<file path="src/rtl/rcpw_pkg.sv">
package rcpw_pkg;
  localparam int POS_W = 10;
  typedef logic [POS_W-1:0] pos_t;
endpackage

</file>
<file path="src/rtl/rcpw_sync.sv">
module rcpw_sync #(
  parameter int STAGES = 2
) (
  input  logic clk,
  input  logic rst_n,
  input  logic async_in,
  output logic lvl,
  output logic rise,
  output logic fall
);
  logic [STAGES-1:0] shreg;
  logic              prev;

  // Reset to ones: a line already high at reset is not a rising edge.
  always_ff @(posedge clk or negedge rst_n) begin
    if (!rst_n) begin
      shreg <= '1;
      prev  <= 1'b1;
    end else begin
      shreg <= {shreg[STAGES-2:0], async_in};
      prev  <= shreg[STAGES-1];
    end
  end

  assign lvl  = shreg[STAGES-1];
  assign rise = lvl & ~prev;
  assign fall = ~lvl & prev;
endmodule

</file>
<file path="src/rtl/rcpw_meas.sv">
module rcpw_meas #(
  parameter int MIN_CYC  = 40000,
  parameter int MAX_CYC  = 110000,
  parameter int LOSS_CYC = 5000000,
  localparam int CW = $clog2(MAX_CYC + 2)
) (
  input  logic          clk,
  input  logic          rst_n,
  input  logic          lvl,
  input  logic          rise,
  input  logic          fall,
  output logic          done,
  output logic [CW-1:0] len,
  output logic          present
);
  localparam int GW      = $clog2(LOSS_CYC + 1);
  localparam int CAP     = MAX_CYC + 1;
  localparam int LOSS_M1 = LOSS_CYC - 1;
  localparam logic [CW-1:0] MIN_T  = MIN_CYC[CW-1:0];
  localparam logic [CW-1:0] MAX_T  = MAX_CYC[CW-1:0];
  localparam logic [CW-1:0] CAP_T  = CAP[CW-1:0];
  localparam logic [GW-1:0] LOSS_T = LOSS_CYC[GW-1:0];
  localparam logic [GW-1:0] LM1_T  = LOSS_M1[GW-1:0];

  logic [CW-1:0] cnt;
  logic [GW-1:0] gap;
  logic          armed;
  logic [CW-1:0] clamped;

  always_comb begin
    if (cnt < MIN_T)      clamped = MIN_T;
    else if (cnt > MAX_T) clamped = MAX_T;
    else                  clamped = cnt;
  end

  // High-time counter, saturating one past the window.
  always_ff @(posedge clk or negedge rst_n) begin
    if (!rst_n) begin
      cnt   <= '0;
      armed <= 1'b0;
      done  <= 1'b0;
      len   <= MIN_T;
    end else begin
      done <= 1'b0;
      if (rise) begin
        cnt   <= CW'(1);
        armed <= 1'b1;
      end else if (fall) begin
        armed <= 1'b0;
        if (armed) begin
          done <= 1'b1;
          len  <= clamped;
        end
      end else if (armed && lvl && cnt != CAP_T) begin
        cnt <= cnt + CW'(1);
      end
    end
  end

  // Loss-of-signal window.
  always_ff @(posedge clk or negedge rst_n) begin
    if (!rst_n) begin
      gap     <= LOSS_T;
      present <= 1'b0;
    end else if (rise) begin
      gap     <= '0;
      present <= 1'b1;
    end else if (gap != LOSS_T) begin
      gap <= gap + GW'(1);
      if (gap == LM1_T) present <= 1'b0;
    end
  end
endmodule

</file>
<file path="src/rtl/rcpw_scale.sv">
module rcpw_scale
  import rcpw_pkg::*;
#(
  parameter int MIN_CYC = 40000,
  parameter int MAX_CYC = 110000,
  localparam int CW = $clog2(MAX_CYC + 2)
) (
  input  logic          clk,
  input  logic          rst_n,
  input  logic          start,
  input  logic [CW-1:0] len,
  output logic          done,
  output pos_t          result
);
  localparam int SPAN = MAX_CYC - MIN_CYC;
  localparam int HALF = SPAN / 2;
  localparam int DW   = $clog2(SPAN + 1);
  localparam int NW   = POS_W + DW;
  localparam int SW   = $clog2(NW + 1);
  localparam logic [CW-1:0] MIN_T  = MIN_CYC[CW-1:0];
  localparam logic [DW:0]   SPAN_T = SPAN[DW:0];
  localparam logic [NW-1:0] HALF_T = HALF[NW-1:0];
  localparam logic [SW-1:0] NW_T   = NW[SW-1:0];

  logic [CW-1:0] off_full;
  logic [NW-1:0] off_n;
  logic [NW-1:0] num_init;
  logic [NW-1:0] num;
  logic [DW-1:0] rem;
  logic [DW:0]   trial;
  logic [DW:0]   diff;
  logic [SW-1:0] step;
  logic          busy;

  assign off_full = len - MIN_T;
  assign off_n    = {{(NW-DW){1'b0}}, off_full[DW-1:0]};
  assign num_init = (off_n << POS_W) - off_n + HALF_T;
  assign trial    = {rem, num[NW-1]};
  assign diff     = trial - SPAN_T;

  // Restoring division; the numerator register fills with quotient bits.
  always_ff @(posedge clk or negedge rst_n) begin
    if (!rst_n) begin
      num  <= '0;
      rem  <= '0;
      step <= '0;
      busy <= 1'b0;
      done <= 1'b0;
    end else begin
      done <= 1'b0;
      if (start) begin
        num  <= num_init;
        rem  <= '0;
        step <= NW_T;
        busy <= 1'b1;
      end else if (busy) begin
        if (trial >= SPAN_T) begin
          rem <= diff[DW-1:0];
          num <= {num[NW-2:0], 1'b1};
        end else begin
          rem <= trial[DW-1:0];
          num <= {num[NW-2:0], 1'b0};
        end
        step <= step - SW'(1);
        if (step == SW'(1)) begin
          busy <= 1'b0;
          done <= 1'b1;
        end
      end
    end
  end

  // Subtracting 512 from an unsigned 0..1023 flips the sign bit.
  assign result = {~num[POS_W-1], num[POS_W-2:0]};
endmodule

</file>
<file path="src/rtl/rc_pulse_decoder.sv">
module rc_pulse_decoder
  import rcpw_pkg::*;
#(
  parameter int MIN_CYC     = 40000,
  parameter int MAX_CYC     = 110000,
  parameter int LOSS_CYC    = 5000000,
  parameter int SYNC_STAGES = 2
) (
  input  logic             clk,
  input  logic             rst_n,
  input  logic             rc_in,
  output logic [POS_W-1:0] pos_data,
  output logic             pos_valid,
  input  logic             pos_ready,
  output logic             sig_present
);
  localparam int CW = $clog2(MAX_CYC + 2);

  logic          lvl, rise_evt, fall_evt;
  logic          meas_done;
  logic [CW-1:0] meas_len;
  logic          scale_done;
  pos_t          scale_res;

  rcpw_sync #(.STAGES(SYNC_STAGES)) u_sync (
    .clk(clk), .rst_n(rst_n), .async_in(rc_in),
    .lvl(lvl), .rise(rise_evt), .fall(fall_evt)
  );

  rcpw_meas #(.MIN_CYC(MIN_CYC), .MAX_CYC(MAX_CYC), .LOSS_CYC(LOSS_CYC)) u_meas (
    .clk(clk), .rst_n(rst_n), .lvl(lvl), .rise(rise_evt), .fall(fall_evt),
    .done(meas_done), .len(meas_len), .present(sig_present)
  );

  rcpw_scale #(.MIN_CYC(MIN_CYC), .MAX_CYC(MAX_CYC)) u_scale (
    .clk(clk), .rst_n(rst_n), .start(meas_done), .len(meas_len),
    .done(scale_done), .result(scale_res)
  );

  // One-word output holding register; a newer result overwrites.
  always_ff @(posedge clk or negedge rst_n) begin
    if (!rst_n) begin
      pos_valid <= 1'b0;
      pos_data  <= '0;
    end else if (scale_done) begin
      pos_valid <= 1'b1;
      pos_data  <= scale_res;
    end else if (pos_valid && pos_ready) begin
      pos_valid <= 1'b0;
    end
  end
endmodule

</file>
<file path="config.mk">
export PLATFORM = sky130hd
export DESIGN_NAME = rc_pulse_decoder
export DESIGN_NICKNAME = d
export VERILOG_FILES = /design/src/rtl/rcpw_pkg.sv /design/src/rtl/rcpw_sync.sv /design/src/rtl/rcpw_meas.sv /design/src/rtl/rcpw_scale.sv /design/src/rtl/rc_pulse_decoder.sv
export SDC_FILE = /design/constraint.sdc
export NUM_CORES = 1
export LEC_CHECK = 0
export BUFFER_PORTS_ARGS = -buffer_cell sky130_fd_sc_hd__buf_2
export CORE_ASPECT_RATIO = 1.4
export CORE_MARGIN = 2
export CORE_UTILIZATION = 45
export CTS_BUF_LIST = sky130_fd_sc_hd__clkbuf_8
export DETAILED_ROUTE_END_ITERATION = 7
export GPL_ROUTABILITY_DRIVEN = 0
export GPL_TIMING_DRIVEN = 0
export MAX_ROUTING_LAYER = met4
export PLACE_DENSITY = 0.58
export RECOVER_POWER = 25
export SETUP_SLACK_MARGIN = 0.05
export SYNTH_ARGS = -nofsm -noshare
export SYNTH_HDL_FRONTEND = slang
export SYNTH_HIERARCHICAL = 1
export SYNTH_SLANG_ARGS = --single-unit
</file>
<file path="constraint.sdc">
create_clock -name clk -period 4.66 [get_ports clk]
set_clock_uncertainty 0.05 [all_clocks]
set_input_delay 0.233 -clock clk [delete_from_list [all_inputs] [get_ports clk]]
set_output_delay 0.233 -clock clk [all_outputs]
set_load 0.03 [all_outputs]
</file>
==> flow_summary.json, run 1 <==
{
  "tns_ns": 0,
  "powerDensity_nw_per_um2": 443,
  "hold_path_class": "reg -> reg",
  "start_util_pct": 45.6,
  "cts_tree": "built",
  "synth_nets": 875,
  "cp-start-kind": "flip-flop",
  "cts_buffers": 17,
  "use_met1_pct": 23.5,
  "avgSynthCellArea_sq_um": 9.37,
  "fin_crit_ns": 4.42,
  "grt_max_degree": 69,
  "grt_setup_unrepaired": "false",
  "wl_per_cell_um": 16.4,
  "first_iter_violations": 234,
  "netlist_area_sq_um": 7840,
  "finalInstanceArea_sq_um": 8680,
  "grt_pass1_wl_mm": 31.4,
  "busiest_layer": "met2",
  "yosysUniqueCellTypes": 82,
  "ir_drop_mv": 0.203,
  "crit_required_ns": 4.93,
  "track_usage_pct": 21.9,
  "synth_edf_count": 0,
  "drv_slew": 58,
  "use_met3_pct": 3.42,
  "finalCritPeriodShare_pct": 94.9,
  "cts_sinks": 125,
  "portBuffers": 15,
  "dr_total_vias": 6342,
  "insertion_delay_ns": 0.44,
  "cap_violations": 1,
  "fin_cells": 1124,
  "async_flop_share_pct": 100,
  "use_met2_pct": 38.8,
  "ant_nets": 0,
  "worst_pin_slew_ns": 3.27,
  "std_cell_rows": 57,
  "endpoint_kind": "flip-flop",
  "drt-total-wl_mm": 18.5,
  "clockBufferDepth": 2,
  "status": "finished, violations left",
  "seq_area_frac_synth_pct": 40.2,
  "n_antenna_cell": 0,
  "overflow": 0,
  "chipHeight_um": 160,
  "synth_warnings": 6,
  "grt_pass1_vias": 6537,
  "die-area_sq_um": 18500,
  "ys.flop_type": "dfrtp_1",
  "cp_data_arrival_time_ns": 4.69,
  "final_nets": 913,
  "synthCells": 837,
  "clkTransAtPathRegs_ns": 0.08,
  "first_pass_iters": 4,
  "ys_ff_latch": 125,
  "final_util_pct": 50.5,
  "core_sq_um": 17200,
  "die_w_um": 116,
  "critPathKind": "reg -> reg",
  "crit_path_max_fanout": 8,
  "via_per_inst": 5.64,
  "clockRootBuffer": "clkbuf_8",
  "timing.fmax_ghz": 0.226,
  "setup_viol": 0,
  "postCtsSetupRepairBufs": 0,
  "dpl.cell_count": 1089,
  "io_pins": 16,
  "relSlewSlack_pct": -118,
  "drcViolationCount": 0,
  "layout-drive-gt1-share_pct": 14.2,
  "placed_area_sq_um": 8240,
  "post-dp-hpwl_mm": 13.9,
  "power.total_mw": 3.85,
  "area_delta_synth_final_pct": 10.8,
  "htree_levels": 4,
  "nFillCells": 1624,
  "violations": "capacitance limit, slew limit",
  "antenna_found_initial": 0,
  "p_leak_nw": 3.83,
  "finalHoldViolations": 0
}
-- final timing paths --
kind | endpoint | startpoint | cells past startpoint | slack (ns)
setup / recovery | u_scale/num[25] | u_meas/len[6] | 15 | 0.24
hold / removal | u_sync/shreg[1] | u_sync/shreg[0] | 0 | 0.31
setup reg to reg | u_scale/num[25] | u_meas/len[6] | 15 | 0.24
hold reg to reg | u_sync/shreg[1] | u_sync/shreg[0] | 0 | 0.31
max in group asynchronous | u_meas/len[0] | rst_n | 2 | 1.31
min in group asynchronous | u_scale/rem[1] | rst_n | 2 | 1.37
-- cells in the mapped netlist (6+ instances only) --
master | count | area share, %
a31oi_1 | 8 | 0.64
mux2_2 | 14 | 2.0
nor3_1 | 20 | 1.3
or4_1 | 7 | 0.67
or3_1 | 10 | 0.80
nor2b_1 | 20 | 1.6
nand4_1 | 12 | 0.96
nand2_1 | 57 | 2.7
mux2_4 | 9 | 1.7
a32o_1 | 6 | 0.77
buf_4 | 9 | 0.86
and4_1 | 6 | 0.67
o21ai_0 | 46 | 2.9
ha_1 | 34 | 5.4
inv_1 | 47 | 2.3
xor2_1 | 19 | 2.1
nor4_1 | 8 | 0.64
a21oi_1 | 45 | 2.9
dfstp_2 | 16 | 5.4
nand3_1 | 24 | 1.5
dfrtp_1 | 109 | 35
clkbuf_1 | 26 | 1.2
nor4b_1 | 7 | 0.78
mux2i_1 | 24 | 3.1
a211oi_1 | 16 | 1.5
buf_2 | 10 | 0.64
a21o_1 | 10 | 0.96
xnor2_1 | 35 | 3.9
o31ai_1 | 9 | 0.86
nor2_1 | 75 | 3.6
-- state kept, by name (all words and copies together), names as in the netlist --
register,flops
pos_valid,1
u_meas/gap,23
u_sync/shreg,2
u_meas/len,17
u_scale/rem,17
u_scale/step,5
u_meas/done,1
u_scale/done,1
u_meas/present,1
u_scale/busy,1
u_scale/num,27
pos_data,10
u_meas/armed,1
u_meas/cnt,17
u_sync/prev,1
-- repair_timing --
item                                    in CTS  in global routing
hold endpoints to repair                    46                  0
gates resized for setup                      0                  4
hold buffers                                 3                  0
endpoints found under the setup margin       0                  3
-- metal layers --
| layer | routed length (um) | part of all wire (%) |
|---|---|---|
| met1 | 7350 | 40 |
| met2 | 10100 | 55 |
| met3 | 470 | 2.5 |
| met4 | 552 | 3.0 |
| met5 | 0 | 0 |
-- through the flow --
step                      hold slack, ns  worst slack, ns
after detailed placement           0.194            0.151
after global routing               0.321           0.0502
after CTS                          0.283            0.121
final                              0.313            0.236
after global placement             0.290            0.190
after floorplan                   -0.113            0.650
-- layout make-up --
cell class              count  area (sq um)  area share, %
clock inverters            15           188           2.16
repair buffers             19           131           1.51
plain buffers              52           249           2.87
inverters                  48           180           2.07
multi-input cells         612          4260           49.0
well taps                 236           295           3.40
flip-flops and latches    125          3150           36.2
clock buffers              17           234           2.69
-- power breakdown --
group	internal (mW)	leakage, nW	switching (mW)
Sequential	1.36	1.57	0.216
Combinational	0.598	2.05	0.670
Clock	0.538	0.209	0.469
Total	2.49	3.83	1.36
-- kinds of logic after synthesis --
group / count (synthesis) / synth area share (%)
AOI/OAI and AO/OA: 189 / 16.3
DFF: 125 / 40.2
and+or+nand+nor: 288 / 19.7
muxes: 47 / 6.80
xor gates and xnor gates: 54 / 6.03
buffers and inverters: 100 / 5.57
adders and majority gates: 34 / 5.43
-- cells in the final DEF, fill, tap and decap left out, types with 19 or more instances in the layout --
master and n:
a21oi_1 45, buf_2 24, clkbuf_1 28, dfrtp_1 109
ha_1 34, inv_1 47, mux2i_1 24, nand2_1 57
nand3_1 24, nor2_1 75, nor2b_1 20, o21ai_0 45
xnor2_1 35, xor2_1 19
-- worst max-delay path, stage by stage, from the launching register on --
cell and delay (ns):
dfstp_2 0.62, inv_1 0.10, ha_1 0.20, buf_2 0.17, nor3b_2 0.20, o211ai_1 0.33, inv_1 0.17, ha_1 0.31
ha_1 0.40, nand4_1 0.13, or4_4 0.44, nor3_2 0.22, nor2_1 0.13, o31ai_2 0.37, nor4bb_1 0.36, nor3_1 0.09
Power figures use the tool's default switching activity.
==> inputs of run 2 (changes only) <==
CTS_BUF_LIST = sky130_fd_sc_hd__clkbuf_16   (was sky130_fd_sc_hd__clkbuf_8)
SETUP_SLACK_MARGIN = 0.5   (was 0.05)
==> run 2 against run 1 <==
Net effect:
- the flow now finishes without violations
- highest routed layer unchanged
- utilization up 1.9 points
- final area rose by 3.7%
- total power up 10%
- register-to-register slack improved by 0.39 ns
- worst hold slack got worse by 0.28 ns
==> flow_summary.json, run 2 (same netlist as run 1, synthesis figures left out) <==
{
  "cts_buffers": 17,
  "largest_register": "u_scale/num",
  "post-dp-hpwl_mm": 13.9,
  "chipHeight_um": 160,
  "antenna_found_initial": 0,
  "r2r_end": "u_scale/num[24]",
  "fin_crit_ns": 4.04,
  "grt_max_degree": 69,
  "n_antenna_cell": 0,
  "grt_setup_unrepaired": "false",
  "via_per_inst": 5.68,
  "setup_viol": 0,
  "finalHoldViolations": 0,
  "cp-start-kind": "flip-flop",
  "htree_levels": 4,
  "final_util_pct": 52.4,
  "powerDensity_nw_per_um2": 470,
  "drt-total-wl_mm": 18.9,
  "die_w_um": 116,
  "critPathKind": "reg -> reg",
  "finalCritPeriodShare_pct": 86.6,
  "grt_pass1_vias": 6551,
  "insertion_delay_ns": 0.43,
  "grt_pass1_wl_mm": 31.7,
  "p_leak_nw": 3.96,
  "min_to": "pos_valid",
  "io_pins": 16,
  "mostFrequentLayoutCells": "dfrtp_1 (108), nor2_1 (75), nand2_1 (57)",
  "hold_path_class": "in -> reg",
  "startpoint": "u_meas/len[6]",
  "clockRootBuffer": "clkbuf_16",
  "hold_depth": 3,
  "overflow": 0,
  "track_usage_pct": 22.2,
  "first_pass_iters": 5,
  "crit_required_ns": 4.92,
  "ir_drop_mv": 0.268,
  "status": "finished, final reports clean",
  "hold_ws_ns": 0.0296,
  "std_cell_rows": 57,
  "drcViolationCount": 0,
  "tns_ns": 0,
  "final_common_cell": "dfrtp_1",
  "core_sq_um": 17200,
  "drv_slew": 0,
  "die-area_sq_um": 18500,
  "final_nets": 916,
  "rr_worst_depth": 15,
  "hold_start": "pos_ready",
  "start_util_pct": 45.6,
  "cap_violations": 0,
  "cts_tree": "built",
  "cts_sinks": 125,
  "clkTransAtPathRegs_ns": 0.06,
  "finalInstanceArea_sq_um": 9010,
  "wl_per_cell_um": 16.7,
  "clockBufferDepth": 2,
  "reg_top3": "u_scale/num: 27 flops, u_meas/gap: 23 flops",
  "portBuffers": 15,
  "placed_area_sq_um": 8240,
  "reg2reg_from": "u_meas/len[6]",
  "cp_data_arrival_time_ns": 4.30,
  "multi_input_area_sq_um": 4360,
  "worst_pin_slew_ns": 1.05,
  "timing.fmax_ghz": 0.248,
  "crit_path_max_fanout": 10,
  "largest_reg_flops": 27,
  "endpoint_kind": "flip-flop",
  "dr_total_vias": 6401,
  "relSlewSlack_pct": 28.5,
  "layout-drive-gt1-share_pct": 16.3,
  "seq_area_sq_um": 3150,
  "area_delta_synth_final_pct": 14.9,
  "ant_nets": 0,
  "nFillCells": 1598,
  "first_iter_violations": 262,
  "r2r_setup_slack_ns": 0.62
}
-- run 2: area by class of cell --
class / instances / area share (%)
tap: 236 / 3.28
clock inverter: 15 / 2.08
inverter: 48 / 2.00
sequential: 125 / 35.0
multi-input combinational: 612 / 48.4
buffer: 52 / 2.79
clock buffer: 17 / 4.72
timing repair buffer: 22 / 1.76
-- run 2: through the flow --
step / worst slack, ns / power [mW] / cells
3_3_place_gp: 0.190 / 2.81 / 1088
5_1_grt: 0.486 / 4.50 / 1127
2_1_floorplan: 0.650 / 2.55 / 837
4_1_cts: 0.504 / 4.27 / 1125
3_5_place_dp: 0.151 / 2.87 / 1089
6_report: 0.625 / 4.24 / 1127
-- run 2: how the worst max path moves through the flow --
| stage | depth (start not counted) | to |
|---|---|---|
| floorplan | 15 | u_scale/num[24] |
| global placement | 15 | u_scale/num[25] |
| detailed placement | 15 | u_scale/num[24] |
| CTS | 13 | u_scale/num[24] |
| global route | 15 | u_scale/num[24] |
| finish | 15 | u_scale/num[24] |
-- run 2: timing repair --
action | CTS | global route
setup buffers | 2 | 2
pin swaps | 3 | 6
endpoints found under the setup margin | 7 | 4
resized for setup | 13 | 13
endpoints found under the hold margin | 45 | 0
hold buffers | 2 | 0
-- run 2: power breakdown --
group / internal (mW) / switching [mW] / total (mW)
Combinational: 0.611 / 0.676 / 1.29
Sequential: 1.36 / 0.216 / 1.58
Clock: 0.849 / 0.522 / 1.37
Total: 2.82 / 1.41 / 4.24
-- run 2: metal layers --
| layer | wire length [um] | track usage, % | share of wire (%) | up-vias |
|---|---|---|---|---|
| li1 | - | - | - | 3088 |
| met1 | 7460 | 23.8 | 40 | 3154 |
| met2 | 10300 | 39.5 | 55 | 122 |
| met3 | 471 | 3.42 | 2.5 | 37 |
| met4 | 632 | 9.75 | 3.4 | 0 |
| met5 | 0 | - | 0 | - |
-- run 2: worst max-delay path: stages, from the launching register on --
cell       delay (ns)
dfstp_2          0.53
inv_1            0.07
ha_1             0.20
buf_2            0.17
nor3b_4          0.19
o21ai_2          0.23
o21ai_4          0.16
xnor2_1          0.17
ha_1             0.40
nand4_1          0.13
or4_4            0.44
nand3b_4         0.21
a2111oi_4        0.42
o21bai_2         0.13
and3_1           0.20
o31a_1           0.23
==> inputs of run 3 (changes only) <==
--- a/config.mk
+++ b/config.mk
@@ -10,3 +10,3 @@
 export CORE_MARGIN = 2
-export CORE_UTILIZATION = 45
+export CORE_UTILIZATION = 60
 export CTS_BUF_LIST = sky130_fd_sc_hd__clkbuf_16
@@ -16,3 +16,3 @@
 export MAX_ROUTING_LAYER = met4
-export PLACE_DENSITY = 0.58
+export PLACE_DENSITY = 0.75
 export RECOVER_POWER = 25
--- a/constraint.sdc
+++ b/constraint.sdc
@@ -4,2 +4,2 @@
 set_output_delay 0.233 -clock clk [all_outputs]
-set_load 0.03 [all_outputs]
+set_load 0.1 [all_outputs]
==> run 3 against run 2 <==
Net effect:
- the flow now finishes with violations (capacitance limit, slew limit)
- via count increased by 1.8%
- non-clock buffer count increased by 2
- worst hold slack improved by 0.0036 ns
- critical endpoint unchanged
==> flow_summary.json, run 3 (same netlist as run 1, synthesis figures left out) <==
{
  "die_w_um": 101,
  "tns_ns": 0,
  "layout-drive-gt1-share_pct": 15.1,
  "critPathKind": "reg -> reg",
  "nFillCells": 1000,
  "clockBufferDepth": 2,
  "largest_register": "u_scale/num",
  "via_per_inst": 6.24,
  "finalInstanceArea_sq_um": 8800,
  "drv_slew": 57,
  "reg_top3": "u_scale/num: 27 flops, u_meas/gap: 23 flops",
  "insertion_delay_ns": 0.42,
  "first_iter_violations": 376,
  "hold_depth": 3,
  "multi_input_area_sq_um": 4350,
  "relSlewSlack_pct": -110,
  "crit_path_max_fanout": 8,
  "io_pins": 16,
  "endpoint_kind": "flip-flop",
  "status": "finished, violations left",
  "largest_reg_flops": 27,
  "timing.fmax_ghz": 0.249,
  "overflow": 0,
  "final_nets": 918,
  "finalCritPeriodShare_pct": 86.0,
  "start_util_pct": 61.2,
  "dr_total_vias": 6517,
  "seq_area_sq_um": 3150,
  "drcViolationCount": 0,
  "setup_viol": 0,
  "grt_max_degree": 70,
  "chipHeight_um": 139,
  "ir_drop_mv": 0.303,
  "cts_sinks": 125,
  "hold_path_class": "in -> reg",
  "antenna_found_initial": 0,
  "clkTransAtPathRegs_ns": 0.05,
  "first_pass_iters": 6,
  "cts_buffers": 17,
  "portBuffers": 15,
  "worst_pin_slew_ns": 3.15,
  "powerDensity_nw_per_um2": 476,
  "clockRootBuffer": "clkbuf_16",
  "placed_area_sq_um": 8140,
  "drt-total-wl_mm": 18.6,
  "final_util_pct": 68.7,
  "area_delta_synth_final_pct": 12.3,
  "p_leak_nw": 3.92,
  "cts_tree": "built",
  "grt_pass1_vias": 6545,
  "grt_pass1_wl_mm": 30.4,
  "mostFrequentLayoutCells": "dfrtp_1 (108), nor2_1 (75), nand2_1 (57)",
  "final_common_cell": "dfrtp_1",
  "post-dp-hpwl_mm": 13.4,
  "cap_violations": 1,
  "die-area_sq_um": 14000,
  "ant_nets": 0,
  "fin_crit_ns": 4.01,
  "std_cell_rows": 49,
  "cp_data_arrival_time_ns": 4.26,
  "track_usage_pct": 28.1,
  "core_sq_um": 12800,
  "violations": "capacitance limit, slew limit",
  "finalHoldViolations": 0,
  "rr_worst_depth": 15,
  "n_antenna_cell": 0,
  "htree_levels": 4,
  "crit_required_ns": 4.91,
  "hold_ws_ns": 0.0333,
  "grt_setup_unrepaired": "false",
  "cp-start-kind": "flip-flop",
  "wl_per_cell_um": 17.8
}
==> run 3: changes by cell type in the layout (fill, tap and decap cells not counted), sizes merged <==
cell,change
inv,-1
bufinv,-2
clkinv,+3
clkbuf,+1
clkinvlp,-1
buf,+1
==> run 3: area by class of cell <==
class                      instances  share of cell area [%]
buffer                            52                    2.86
clock buffer                      17                    4.83
clock inverter                    14                    1.02
inverter                          48                    2.05
multi-input combinational        612                    49.4
sequential                       125                    35.8
tap                              153                    2.17
timing repair buffer              24                    1.89
==> run 3: final timing paths <==
| kind | from | endpoint | slack (ns) |
|---|---|---|---|
| max | u_meas/len[6] | u_scale/num[24] | 0.65 |
| min | pos_ready | pos_valid | 0.03 |
| max reg2reg | u_meas/len[6] | u_scale/num[24] | 0.65 |
| min reg2reg | u_sync/shreg[0] | u_sync/shreg[1] | 0.31 |
| max in group asynchronous | rst_n | u_meas/len[7] | 1.19 |
| min in group asynchronous | rst_n | u_scale/rem[1] | 1.35 |
==> run 3: timing repair <==
item | CTS | global route
pin swaps | 3 | 6
resized for setup | 11 | 15
hold endpoints to repair | 44 | 0
hold buffers | 2 | 0
setup buffers | 2 | 4
endpoints found under the setup margin | 5 | 4
==> run 3: power breakdown <==
part | total [mW] | switching, mW | internal, mW
Combinational | 1.45 | 0.838 | 0.611
Sequential | 1.58 | 0.222 | 1.36
Clock | 1.16 | 0.451 | 0.708
==> run 3: routing by layer <==
layer | wire [um] | share of wire (%) | track usage, %
met1 | 7100 | 38 | 28.5
met2 | 10200 | 55 | 50.5
met3 | 602 | 3.2 | 4.22
met4 | 729 | 3.9 | 15.1
met5 | 0 | 0 | -
==> run 3: worst max-delay path, stage by stage, from the launching register on <==
cell and delay, ns:
dfstp_2 0.52, inv_1 0.06, ha_1 0.18, buf_2 0.17
nor3b_4 0.18, o211ai_1 0.30, inv_2 0.12, ha_4 0.17
ha_2 0.38, nand4_1 0.12, or4_4 0.45, nand3b_4 0.21
a2111oi_4 0.41, or3b_4 0.21, a21oi_1 0.06, o31a_1 0.28
==> run 3: through the flow <==
stage	setup WS (ns)	total power, mW	std cells
detailed placement	0.156	3.02	1006
finish	0.652	4.19	1045
global placement	0.263	2.94	1005
floorplan	0.650	2.70	837
global route	0.445	4.42	1045
CTS	0.514	4.21	1041
